==> src/rtl/rmh_pkg.sv <==
package rmh_pkg;
    localparam int          CRC_W       = 32;
    localparam logic [31:0] CRC_PRESET  = 32'hFFFF_FFFF;
    localparam logic [31:0] CRC_POLY_LE = 32'hEDB8_8320;
    localparam logic [31:0] CRC_GOOD    = 32'hDEBB_20E3;
    localparam int          DA_BYTES    = 6;
    localparam int          HASH_W      = 6;
    localparam int          SEL_W       = 3;

    typedef struct packed {
        logic [SEL_W-1:0] byte_sel;
        logic [SEL_W-1:0] bit_sel;
    } hash_t;

    typedef struct packed {
        hash_t hash;
        logic  bcast;
        logic  mcast;
        logic  crc_bad;
        logic  odd_len;
        logic  over_len;
        logic  under_len;
    } rx_status_t;

    localparam int STATUS_W = $bits(rx_status_t);

    // one byte through the LSB-first CRC register
    function automatic logic [CRC_W-1:0] crc_step(input logic [CRC_W-1:0] c,
                                                  input logic [7:0] d);
        logic [CRC_W-1:0] r;
        r = c;
        for (int b = 0; b < 8; b++) begin
            if (r[0] ^ d[b]) r = (r >> 1) ^ CRC_POLY_LE;
            else             r = r >> 1;
        end
        return r;
    endfunction

    // top CRC bits live at the low end of the LSB-first register, reversed
    function automatic hash_t hash_of(input logic [CRC_W-1:0] c);
        logic [HASH_W-1:0] h;
        for (int i = 0; i < HASH_W; i++) h[HASH_W-1-i] = c[i];
        return hash_t'(h);
    endfunction
endpackage

==> src/rtl/rmh_crc_acc.sv <==
module rmh_crc_acc
    import rmh_pkg::*;
(
    input  logic             clk,
    input  logic             rst,
    input  logic             valid,
    input  logic             sof,
    input  logic [7:0]       data,
    output logic [CRC_W-1:0] crc_next
);
    logic [CRC_W-1:0] crc_q;

    always_comb begin
        crc_next = crc_q;
        if (valid) crc_next = crc_step(sof ? CRC_PRESET : crc_q, data);
    end

    always_ff @(posedge clk) begin
        if (rst) crc_q <= CRC_PRESET;
        else     crc_q <= crc_next;
    end
endmodule

==> src/rtl/rmh_len_count.sv <==
module rmh_len_count #(
    parameter int LEN_W = 11
) (
    input  logic             clk,
    input  logic             rst,
    input  logic             valid,
    input  logic             sof,
    output logic [LEN_W-1:0] cnt_next
);
    localparam logic [LEN_W-1:0] SAT = {LEN_W{1'b1}};

    logic [LEN_W-1:0] cnt_q;
    logic [LEN_W-1:0] base;

    always_comb begin
        base     = sof ? '0 : cnt_q;
        cnt_next = cnt_q;
        if (valid) cnt_next = (base == SAT) ? SAT : base + 1'b1;
    end

    always_ff @(posedge clk) begin
        if (rst) cnt_q <= '0;
        else     cnt_q <= cnt_next;
    end

    assert_len_saturates_R7: assert property (@(posedge clk) disable iff (rst)
        (cnt_q == SAT && valid && !sof) |=> (cnt_q == SAT));
endmodule

==> src/rtl/rmh_addr_track.sv <==
module rmh_addr_track
    import rmh_pkg::*;
(
    input  logic             clk,
    input  logic             rst,
    input  logic             valid,
    input  logic             sof,
    input  logic [7:0]       data,
    input  logic [CRC_W-1:0] crc_next,
    output logic             da_done_next,
    output logic             mcast_next,
    output logic             bcast_next,
    output hash_t            hash_next
);
    localparam int IDX_W = $clog2(DA_BYTES + 1);
    localparam logic [IDX_W-1:0] DA_END = IDX_W'(DA_BYTES);

    logic [IDX_W-1:0] idx_q, idx_n, base;
    logic             mc_q, bc_q;
    hash_t            h_q;

    always_comb begin
        idx_n      = idx_q;
        mcast_next = mc_q;
        bcast_next = bc_q;
        hash_next  = h_q;
        base       = sof ? '0 : idx_q;
        if (valid) begin
            idx_n = base;
            if (sof) begin
                mcast_next = 1'b0;
                bcast_next = 1'b1;
            end
            if (base < DA_END) begin
                idx_n = base + 1'b1;
                if (base == '0) mcast_next = data[0];
                bcast_next = bcast_next & (data == 8'hFF);
                if (base == DA_END - 1'b1) hash_next = hash_of(crc_next);
            end
        end
        da_done_next = (idx_n == DA_END);
    end

    always_ff @(posedge clk) begin
        if (rst) begin
            idx_q <= '0;
            mc_q  <= 1'b0;
            bc_q  <= 1'b0;
            h_q   <= '0;
        end else begin
            idx_q <= idx_n;
            mc_q  <= mcast_next;
            bc_q  <= bcast_next;
            h_q   <= hash_next;
        end
    end

    assert_addr_index_bound_R3: assert property (@(posedge clk) disable iff (rst)
        idx_q <= DA_END);
endmodule

==> src/rtl/rmh_filter.sv <==
module rmh_filter
    import rmh_pkg::*;
#(
    parameter int MAX_LEN = 1518,
    parameter int MIN_LEN = 64,
    parameter int LEN_W   = 11
) (
    input  logic                clk,
    input  logic                rst,
    input  logic                in_valid,
    input  logic [7:0]          in_data,
    input  logic                in_sof,
    input  logic                in_eof,
    input  logic                rx_err,
    input  logic [63:0]         mc_table,
    output logic                out_valid,
    output logic                out_pass,
    output logic [STATUS_W-1:0] out_status
);
    localparam int TBL_BYTES = 1 << SEL_W;

    logic [CRC_W-1:0] crc_n;
    logic [LEN_W-1:0] len_n;
    logic             da_done_n, mc_n, bc_n;
    hash_t            hash_n;
    logic             err_q, err_n;
    logic [7:0]       tbl_byte [TBL_BYTES];
    logic             tbl_hit;
    rx_status_t       st_n, st_q;
    logic             frame_end;

    rmh_crc_acc u_crc (
        .clk(clk), .rst(rst), .valid(in_valid), .sof(in_sof),
        .data(in_data), .crc_next(crc_n)
    );

    rmh_len_count #(.LEN_W(LEN_W)) u_len (
        .clk(clk), .rst(rst), .valid(in_valid), .sof(in_sof), .cnt_next(len_n)
    );

    rmh_addr_track u_addr (
        .clk(clk), .rst(rst), .valid(in_valid), .sof(in_sof), .data(in_data),
        .crc_next(crc_n), .da_done_next(da_done_n), .mcast_next(mc_n),
        .bcast_next(bc_n), .hash_next(hash_n)
    );

    generate
        for (genvar k = 0; k < TBL_BYTES; k++) begin : g_tbl
            assign tbl_byte[k] = mc_table[8*k +: 8];
        end
    endgenerate

    assign tbl_hit   = tbl_byte[hash_n.byte_sel][hash_n.bit_sel];
    assign frame_end = in_valid && in_eof;

    always_comb begin
        err_n = err_q;
        if (in_valid) err_n = (in_sof ? 1'b0 : err_q) | rx_err;
    end

    always_comb begin
        st_n.hash      = hash_n;
        st_n.bcast     = bc_n & da_done_n;
        st_n.mcast     = mc_n;
        st_n.crc_bad   = (crc_n != CRC_GOOD) | err_n;
        st_n.odd_len   = len_n[0];
        st_n.over_len  = (len_n > LEN_W'(MAX_LEN));
        st_n.under_len = (len_n < LEN_W'(MIN_LEN));
    end

    always_ff @(posedge clk) begin
        if (rst) begin
            err_q     <= 1'b0;
            out_valid <= 1'b0;
            out_pass  <= 1'b0;
            st_q      <= '0;
        end else begin
            err_q     <= err_n;
            out_valid <= frame_end;
            out_pass  <= frame_end && da_done_n && mc_n && tbl_hit;
            if (frame_end) st_q <= st_n;
        end
    end

    assign out_status = st_q;

    assert_strobe_follows_eof_R8: assert property (@(posedge clk) disable iff (rst)
        out_valid |-> $past(in_valid && in_eof));
    assert_eof_yields_strobe_R8: assert property (@(posedge clk) disable iff (rst)
        (in_valid && in_eof) |=> out_valid);
    assert_pass_needs_group_R3: assert property (@(posedge clk) disable iff (rst)
        out_pass |-> (out_valid && st_q.mcast));
    assert_bcast_has_mcast_R4: assert property (@(posedge clk) disable iff (rst)
        (out_valid && st_q.bcast) |-> st_q.mcast);
    assert_len_flags_apart_R7: assert property (@(posedge clk) disable iff (rst)
        out_valid |-> !(st_q.over_len && st_q.under_len));

    initial begin
        assert_len_width_R7: assert ((1 << LEN_W) - 1 > MAX_LEN);
    end
endmodule

==> config.mk <==
export PLATFORM = sky130hd
export DESIGN_NAME = rmh_filter
export DESIGN_NICKNAME = d
export VERILOG_FILES = /design/src/rtl/rmh_pkg.sv /design/src/rtl/rmh_crc_acc.sv /design/src/rtl/rmh_len_count.sv /design/src/rtl/rmh_addr_track.sv /design/src/rtl/rmh_filter.sv
export SDC_FILE = /design/constraint.sdc
export NUM_CORES = 1
export LEC_CHECK = 0
export ABC_CLOCK_PERIOD_IN_PS = 6370
export BUFFER_PORTS_ARGS = -buffer_cell sky130_fd_sc_hd__buf_4
export CAP_MARGIN = 10
export CORE_MARGIN = 10
export CORE_UTILIZATION = 61
export DETAILED_ROUTE_END_ITERATION = 7
export PLACE_DENSITY_LB_ADDON = 0.12
export SYNTH_ARGS = -nofsm -noshare
export SYNTH_HDL_FRONTEND = slang
export SYNTH_SLANG_ARGS = --single-unit
==> constraint.sdc <==
create_clock -name clk -period 6.37 [get_ports clk]
set_clock_uncertainty 0.2 [all_clocks]
set_input_delay 0.637 -clock clk [delete_from_list [all_inputs] [get_ports clk]]
set_output_delay 0.637 -clock clk [all_outputs]
set_load 0.02 [all_outputs]
==> impl_metrics.env, run 1 <==
export IMPL_port_buffers=91
export IMPL_area_growth_syn_to_layout_pct=17.47
export IMPL_cts_buffer_depth=2
export IMPL_routedWlPerCell_um=17.95
export IMPL_crit_path_start_kind="input port"
export IMPL_die_h_um=110.9
export IMPL_async_reset_ff_share_pct=0
export IMPL_cts_htree_levels=3
export IMPL_num_antenna_cells=0
export IMPL_crit_top_cell="nand2_1"
export IMPL_post_cts_setup_buffers=0
export IMPL_max_slew_margin_pct=19.52
export IMPL_ir_drop_uv=161.4
export IMPL_hold_path_class="flip-flop to flip-flop"
export IMPL_holdCritStartpoint="out_status[1]$_SDFFE_PP0P_"
export IMPL_fin_nets=755
export IMPL_antenna_found_initial=0
export IMPL_synth_warnings=0
export IMPL_whs_endpoint="out_status[1]$_SDFFE_PP0P_"
export IMPL_clk_latency_ns=0.35
export IMPL_stdcell_count=783
export IMPL_die_width_um=110.9
export IMPL_synth_area_um2=5036
export IMPL_synth_ff_type="dfxtp_1"
export IMPL_grt_max_degree=71
export IMPL_dieArea_um2=12290
export IMPL_fin_setup_tns_ns=0
export IMPL_drtIter0Drc=456
export IMPL_start_util_pct=61.91
export IMPL_hold_viol=0
export IMPL_synth_edf_count=0
export IMPL_path_class="input port to flip-flop"
export IMPL_synth_top_cells_by_area="dfxtp_1 (27%), xnor2_1 (11%), mux2i_1 (8.3%)"
export IMPL_ys_seq_area_share_pct=27.43
export IMPL_grt_pass1_wl_mm=23.35
export IMPL_slew_violations=0
export IMPL_reg2regPathDepth=9
export IMPL_worstReg2RegEnd="out_pass$_SDFF_PP0_"
export IMPL_dp_cells=767
export IMPL_end_kind="flip-flop"
export IMPL_reg2reg_setup_slack_ns=2.72
export IMPL_worstPathMaxFanout=48
export IMPL_clk_pin_slew_ns=0.09
export IMPL_cts_hold_buf=0
export IMPL_place_hpwl_mm=10.39
export IMPL_rows=33
export IMPL_gp_congestion=0.9379
export IMPL_fin_crit_sh_pct=66.79
export IMPL_ys_types=60
export IMPL_drcViolationCount=0
export IMPL_synth_common_cells="nor2_1 (97), dfxtp_1 (69), xnor2_1 (64)"
export IMPL_cp_required_ns=6.43
export IMPL_fin_crit_ns=4.255
export IMPL_crit_chain="buf_4 -> inv_1 -> nand2_1 -> ha_1 -> nand2_1 -> or3_1 -> a21oi_1 -> nand2_1 -> a311oi_1 -> a22oi_1 -> a41o_1 -> a211oi_2"
export IMPL_cpPeakStageDelay_ns=0.98
export IMPL_grt_overflow_total=0
export IMPL_synth_top_area_share_pct=27.43
export IMPL_synthCells=614
export IMPL_synth_most_common_cell="nor2_1"
export IMPL_leakage_nw=2.540
export IMPL_viasPerCell=5.954
export IMPL_grt_usage_pct=22.13
export IMPL_synth_seq_cells=69
export IMPL_critPathSlowestCell="a21oi_1"
export IMPL_ant_nets=0
export IMPL_cts_buffers=9
export IMPL_routed_via_count=4662
export IMPL_finalSetupViolCount=0
export IMPL_route_final_wire_length_mm=14.05
export IMPL_drtPass1Iterations=5
export IMPL_maxCapViolations=0
export IMPL_rsz0062_at_grt="false"
export IMPL_synth_area_leader_cell="dfxtp_1"
export IMPL_timing_fmax_mhz=235.0
export IMPL_drive_gt1_share_pct=20.50
export IMPL_crit_arrival_ns=4.32
export IMPL_cts_root_buf="clkbuf_8"
export IMPL_syn_area_per_cell_um2=8.202
export IMPL_core_area_um2=8134
export IMPL_r2r_start="u_crc.crc_q[4]$_SDFF_PP1_"
export IMPL_cts_sinks=69
export IMPL_hold_depth=2
export IMPL_first_global_vias=4817
export IMPL_cts_resized_gates=0
export IMPL_syn_nets=696
export IMPL_tightest_slew_ns=1.207
export IMPL_io_pins=92
export IMPL_outcome="finished, final reports clean"
export IMPL_power_density_nw_per_um2=276.1
export IMPL_worst_path_buf_inv=2
export IMPL_cts_tree="yes"
export IMPL_cp_top_family="compound AO/OA/AOI/OAI gates"
per-stage QoR:
stage	hold slack (ns)	cell area (um2)	setup WS, ns	power [mW]	utilization (%)
finish	0.2657	5916	2.115	1.634	72.73
global route	0.2928	5916	1.739	1.714	72.73
CTS	0.2645	5916	2.178	1.630	72.73
detailed placement	0.2523	5654	1.830	1.148	69.51
global placement	0.2455	5654	1.976	1.134	69.51
floorplan	0.2401	5036	2.356	1.005	-
area by class of cell:
cell class | count | area (um2)
Clock buffer | 9 | 123.9
Clock inverter | 7 | 137.6
Fill cell | 609 | 2218
Inverter | 10 | 40.04
Multi-Input combinational cell | 490 | 3403
Sequential cell | 69 | 1381
Tap cell | 105 | 131.4
Timing Repair Buffer | 93 | 698.2
registers in the layout, indices dropped and copies added, names as in the netlist:
name / cells
out_valid: 1
u_len.cnt_q: 11
u_crc.crc_q: 32
out_status: 12
u_addr.bc_q: 1
u_addr.mc_q: 1
err_q: 1
u_addr.idx_q: 3
u_addr.h_q: 6
out_pass: 1
cell usage in the layout, fill, tap and decap left out, types with 3 or more instances in the layout:
cell type / Yosys / final
or3_1: 4 / 4
o21ai_0: 10 / 10
or2_2: 14 / 14
nor2_1: 97 / 97
a22oi_1: 4 / 4
nor3_1: 7 / 7
mux2_2: 4 / 4
o22ai_1: 5 / 5
a31oi_1: 7 / 7
ha_1: 4 / 4
mux2i_1: 42 / 42
xor2_1: 20 / 20
a32o_1: 3 / 3
xnor2_1: 64 / 64
nand3_1: 13 / 13
nor2b_1: 13 / 13
o211ai_1: 3 / 3
nand2_1: 25 / 25
nand4_1: 7 / 7
and3_1: 4 / 4
bufinv_16: 0 / 4
nand2b_1: 19 / 19
inv_1: 9 / 9
dfxtp_1: 69 / 69
a211oi_1: 22 / 22
buf_4: 2 / 93
clkbuf_8: 0 / 9
and2_1: 7 / 7
a21o_1: 4 / 4
a211o_1: 4 / 4
o21bai_1: 3 / 3
a21oi_1: 40 / 40
xnor3_1: 5 / 5
nor4_1: 4 / 4
tightest hold or removal path, delay by kind of cell (launching register included):
| kind | cells | cell delay (ns) |
|---|---|---|
| flip-flops | 1 | 0.32 |
| AND/OR/NAND/NOR | 1 | 0.05 |
| AO/OA/AOI/OAI | 1 | 0.05 |
metal layers:
layer	share of wire (%)	global-route usage [%]	vias up
met5	0	0	-
met4	2.9	8.767	0
li1	-	-	2250
met3	6.9	6.331	37
met2	47	36.67	180
met1	43	26.24	2195
power breakdown:
group	leakage, nW	internal (mW)	switching (mW)
logic	1.84	0.297	0.318
clock network	0.129	0.299	0.183
registers	0.566	0.485	0.0521
total	2.54	1.08	0.553
worst max-delay path by stage:
stage                                to   start  slack [ns]  depth (start not counted)
global placement    out_pass$_SDFF_PP0_  in_sof        1.98                         14
finish              out_pass$_SDFF_PP0_  in_sof        2.12                         12
global route        out_pass$_SDFF_PP0_  in_sof        1.74                         12
detailed placement  out_pass$_SDFF_PP0_  in_sof        1.83                         12
floorplan           out_pass$_SDFF_PP0_  in_sof        2.36                         17
CTS                 out_pass$_SDFF_PP0_  in_sof        2.18                         12
kinds of logic after synthesis:
| family | share of synthesized area [%] |
|---|---|
| compound gates | 16.22 |
| xor+xnor | 18.26 |
| fa+ha+maj | 0.9938 |
| buf+inv | 4.994 |
| flops | 27.43 |
| mux | 10.14 |
| simple gates | 21.96 |
No activity file was read; power rests on OpenSTA's default activity.
==> run 2: changes to the inputs <==
- ABC_CLOCK_PERIOD_IN_PS: 6370 -> 4200
- CORE_UTILIZATION: 61 -> 57
- clock period: 6.37 -> 4.2 ns (I/O delays scaled with it)
==> impl_metrics.env, run 2 (synthesis results as in run 1) <==
export IMPL_outcome="finished, final reports clean"
export IMPL_timing_fmax_mhz=303.9
export IMPL_crit_chain="xnor2_1 -> nor2_1 -> xnor2_1 -> xnor3_1 -> mux2i_4 -> mux2_2 -> o311ai_0 -> a211oi_2 -> a211oi_2"
export IMPL_first_global_vias=4698
export IMPL_finalSetupViolCount=0
export IMPL_core_area_um2=8678
export IMPL_cts_resized_gates=0
export IMPL_cts_sinks=69
export IMPL_setup_ws_ns=0.9090
export IMPL_dp_cells=778
export IMPL_leakage_nw=2.547
export IMPL_num_antenna_cells=0
export IMPL_crit_arrival_ns=3.36
export IMPL_multi_input_area_um2=3403
export IMPL_routedWlPerCell_um=17.63
export IMPL_fin_area_um2=5916
export IMPL_place_ws_ns=0.6402
export IMPL_rows=34
export IMPL_routed_via_count=4608
export IMPL_r2r_start="u_crc.crc_q[4]$_SDFF_PP1_"
export IMPL_cts_hold_buf=0
export IMPL_ir_drop_uv=259.4
export IMPL_final_seq_area_um2=1381
export IMPL_fin_crit_sh_pct=78.36
export IMPL_fin_util_pct=68.17
export IMPL_start_util_pct=58.03
export IMPL_cp_required_ns=4.27
export IMPL_die_width_um=114.0
export IMPL_hold_path_class="input port to flip-flop"
export IMPL_max_slew_margin_pct=47.93
export IMPL_place_hpwl_mm=10.66
export IMPL_cts_buffers=9
export IMPL_cpPeakStageDelay_ns=0.55
export IMPL_path_class="flip-flop to flip-flop"
export IMPL_grt_pass1_wl_mm=22.98
export IMPL_largest_register_ff_count=32
export IMPL_clk_pin_slew_ns=0.09
export IMPL_maxCapViolations=0
export IMPL_cts_root_buf="clkbuf_8"
export IMPL_fin_crit_ns=3.291
export IMPL_finalPower_mw=2.303
export IMPL_drtIter0Drc=324
export IMPL_hold_ws_ns=0.1560
export IMPL_ant_nets=0
export IMPL_crit_path_start_kind="flip-flop"
export IMPL_critPathSlowestCell="xnor3_1"
export IMPL_drtPass1Iterations=5
export IMPL_io_pins=92
export IMPL_rsz0062_at_grt="false"
export IMPL_grt_max_degree=70
export IMPL_port_buffers=91
export IMPL_viasPerCell=5.804
export IMPL_clk_latency_ns=0.35
export IMPL_nFillCells=727
export IMPL_worstPathMaxFanout=6
export IMPL_worstReg2RegEnd="out_pass$_SDFF_PP0_"
export IMPL_grt_usage_pct=21.30
export IMPL_whs_endpoint="err_q$_SDFF_PP0_"
export IMPL_drcViolationCount=0
export IMPL_area_growth_syn_to_layout_pct=17.47
export IMPL_route_final_wire_length_mm=14.00
export IMPL_post_cts_setup_buffers=0
export IMPL_reg2reg_setup_slack_ns=0.91
export IMPL_dieArea_um2=12990
export IMPL_grt_overflow_total=0
export IMPL_drive_gt1_share_pct=21.43
export IMPL_fin_setup_tns_ns=0
export IMPL_placed_cell_area_um2=5718
export IMPL_tightest_slew_ns=0.7593
export IMPL_fin_nets=763
export IMPL_final_cell_mix="buf_4 (101), nor2_1 (97), dfxtp_1 (69), xnor2_1 (64), mux2i_1 (42)"
export IMPL_die_h_um=114.0
export IMPL_reg2regPathDepth=9
export IMPL_top_register="u_crc.crc_q"
export IMPL_cts_buffer_depth=2
export IMPL_slew_violations=0
export IMPL_final_common_cell="buf_4"
export IMPL_holdCritStartpoint="rx_err"
export IMPL_end_kind="flip-flop"
export IMPL_hold_depth=3
export IMPL_antenna_found_initial=0
export IMPL_cts_tree="yes"
export IMPL_power_density_nw_per_um2=389.2
export IMPL_stdcell_count=794
export IMPL_gp_congestion=0.8873
export IMPL_cts_htree_levels=3
export IMPL_hold_viol=0
run 2: layer usage:
layer  routed length, um  track usage, %  vias up
met4                 321           7.769        0
met2                6760           35.88      138
met1                6111           25.98     2179
met3                 806           4.619       24
li1                    -               -     2267
met5                   0               0        -
run 2: area by class of cell:
cell class                 count  area share (%)
tap                          108           2.284
sequential                    69           23.35
timing repair buffer         101           12.82
multi-input combinational    490           57.53
inverter                      10          0.6768
clock buffer                   9           2.094
clock inverter                 7           1.248
run 2: how the worst max path moves through the flow:
stage                               start                  end
6_report        u_crc.crc_q[4]$_SDFF_PP1_  out_pass$_SDFF_PP0_
5_1_grt        u_addr.idx_q[0]$_SDFF_PP0_  out_pass$_SDFF_PP0_
4_1_cts         u_crc.crc_q[4]$_SDFF_PP1_  out_pass$_SDFF_PP0_
3_5_place_dp                       in_sof  out_pass$_SDFF_PP0_
3_3_place_gp                       in_sof  out_pass$_SDFF_PP0_
2_1_floorplan                      in_sof  out_pass$_SDFF_PP0_
run 2: report_power, final:
part	switching [mW]	total (mW)	internal, mW
Sequential	0.0831	0.819	0.736
Combinational	0.468	0.921	0.453
Clock	0.286	0.563	0.276
Total	0.837	2.30	1.47
run 2: critical path: cells and delay by family (launching register included):
kind | cells | cell delay, ns
xor gates and xnor gates | 3 | 1.13
and+or+nand+nor | 1 | 0.07
muxes | 2 | 0.62
AOI/OAI and AO/OA | 3 | 0.66
DFF | 1 | 0.52
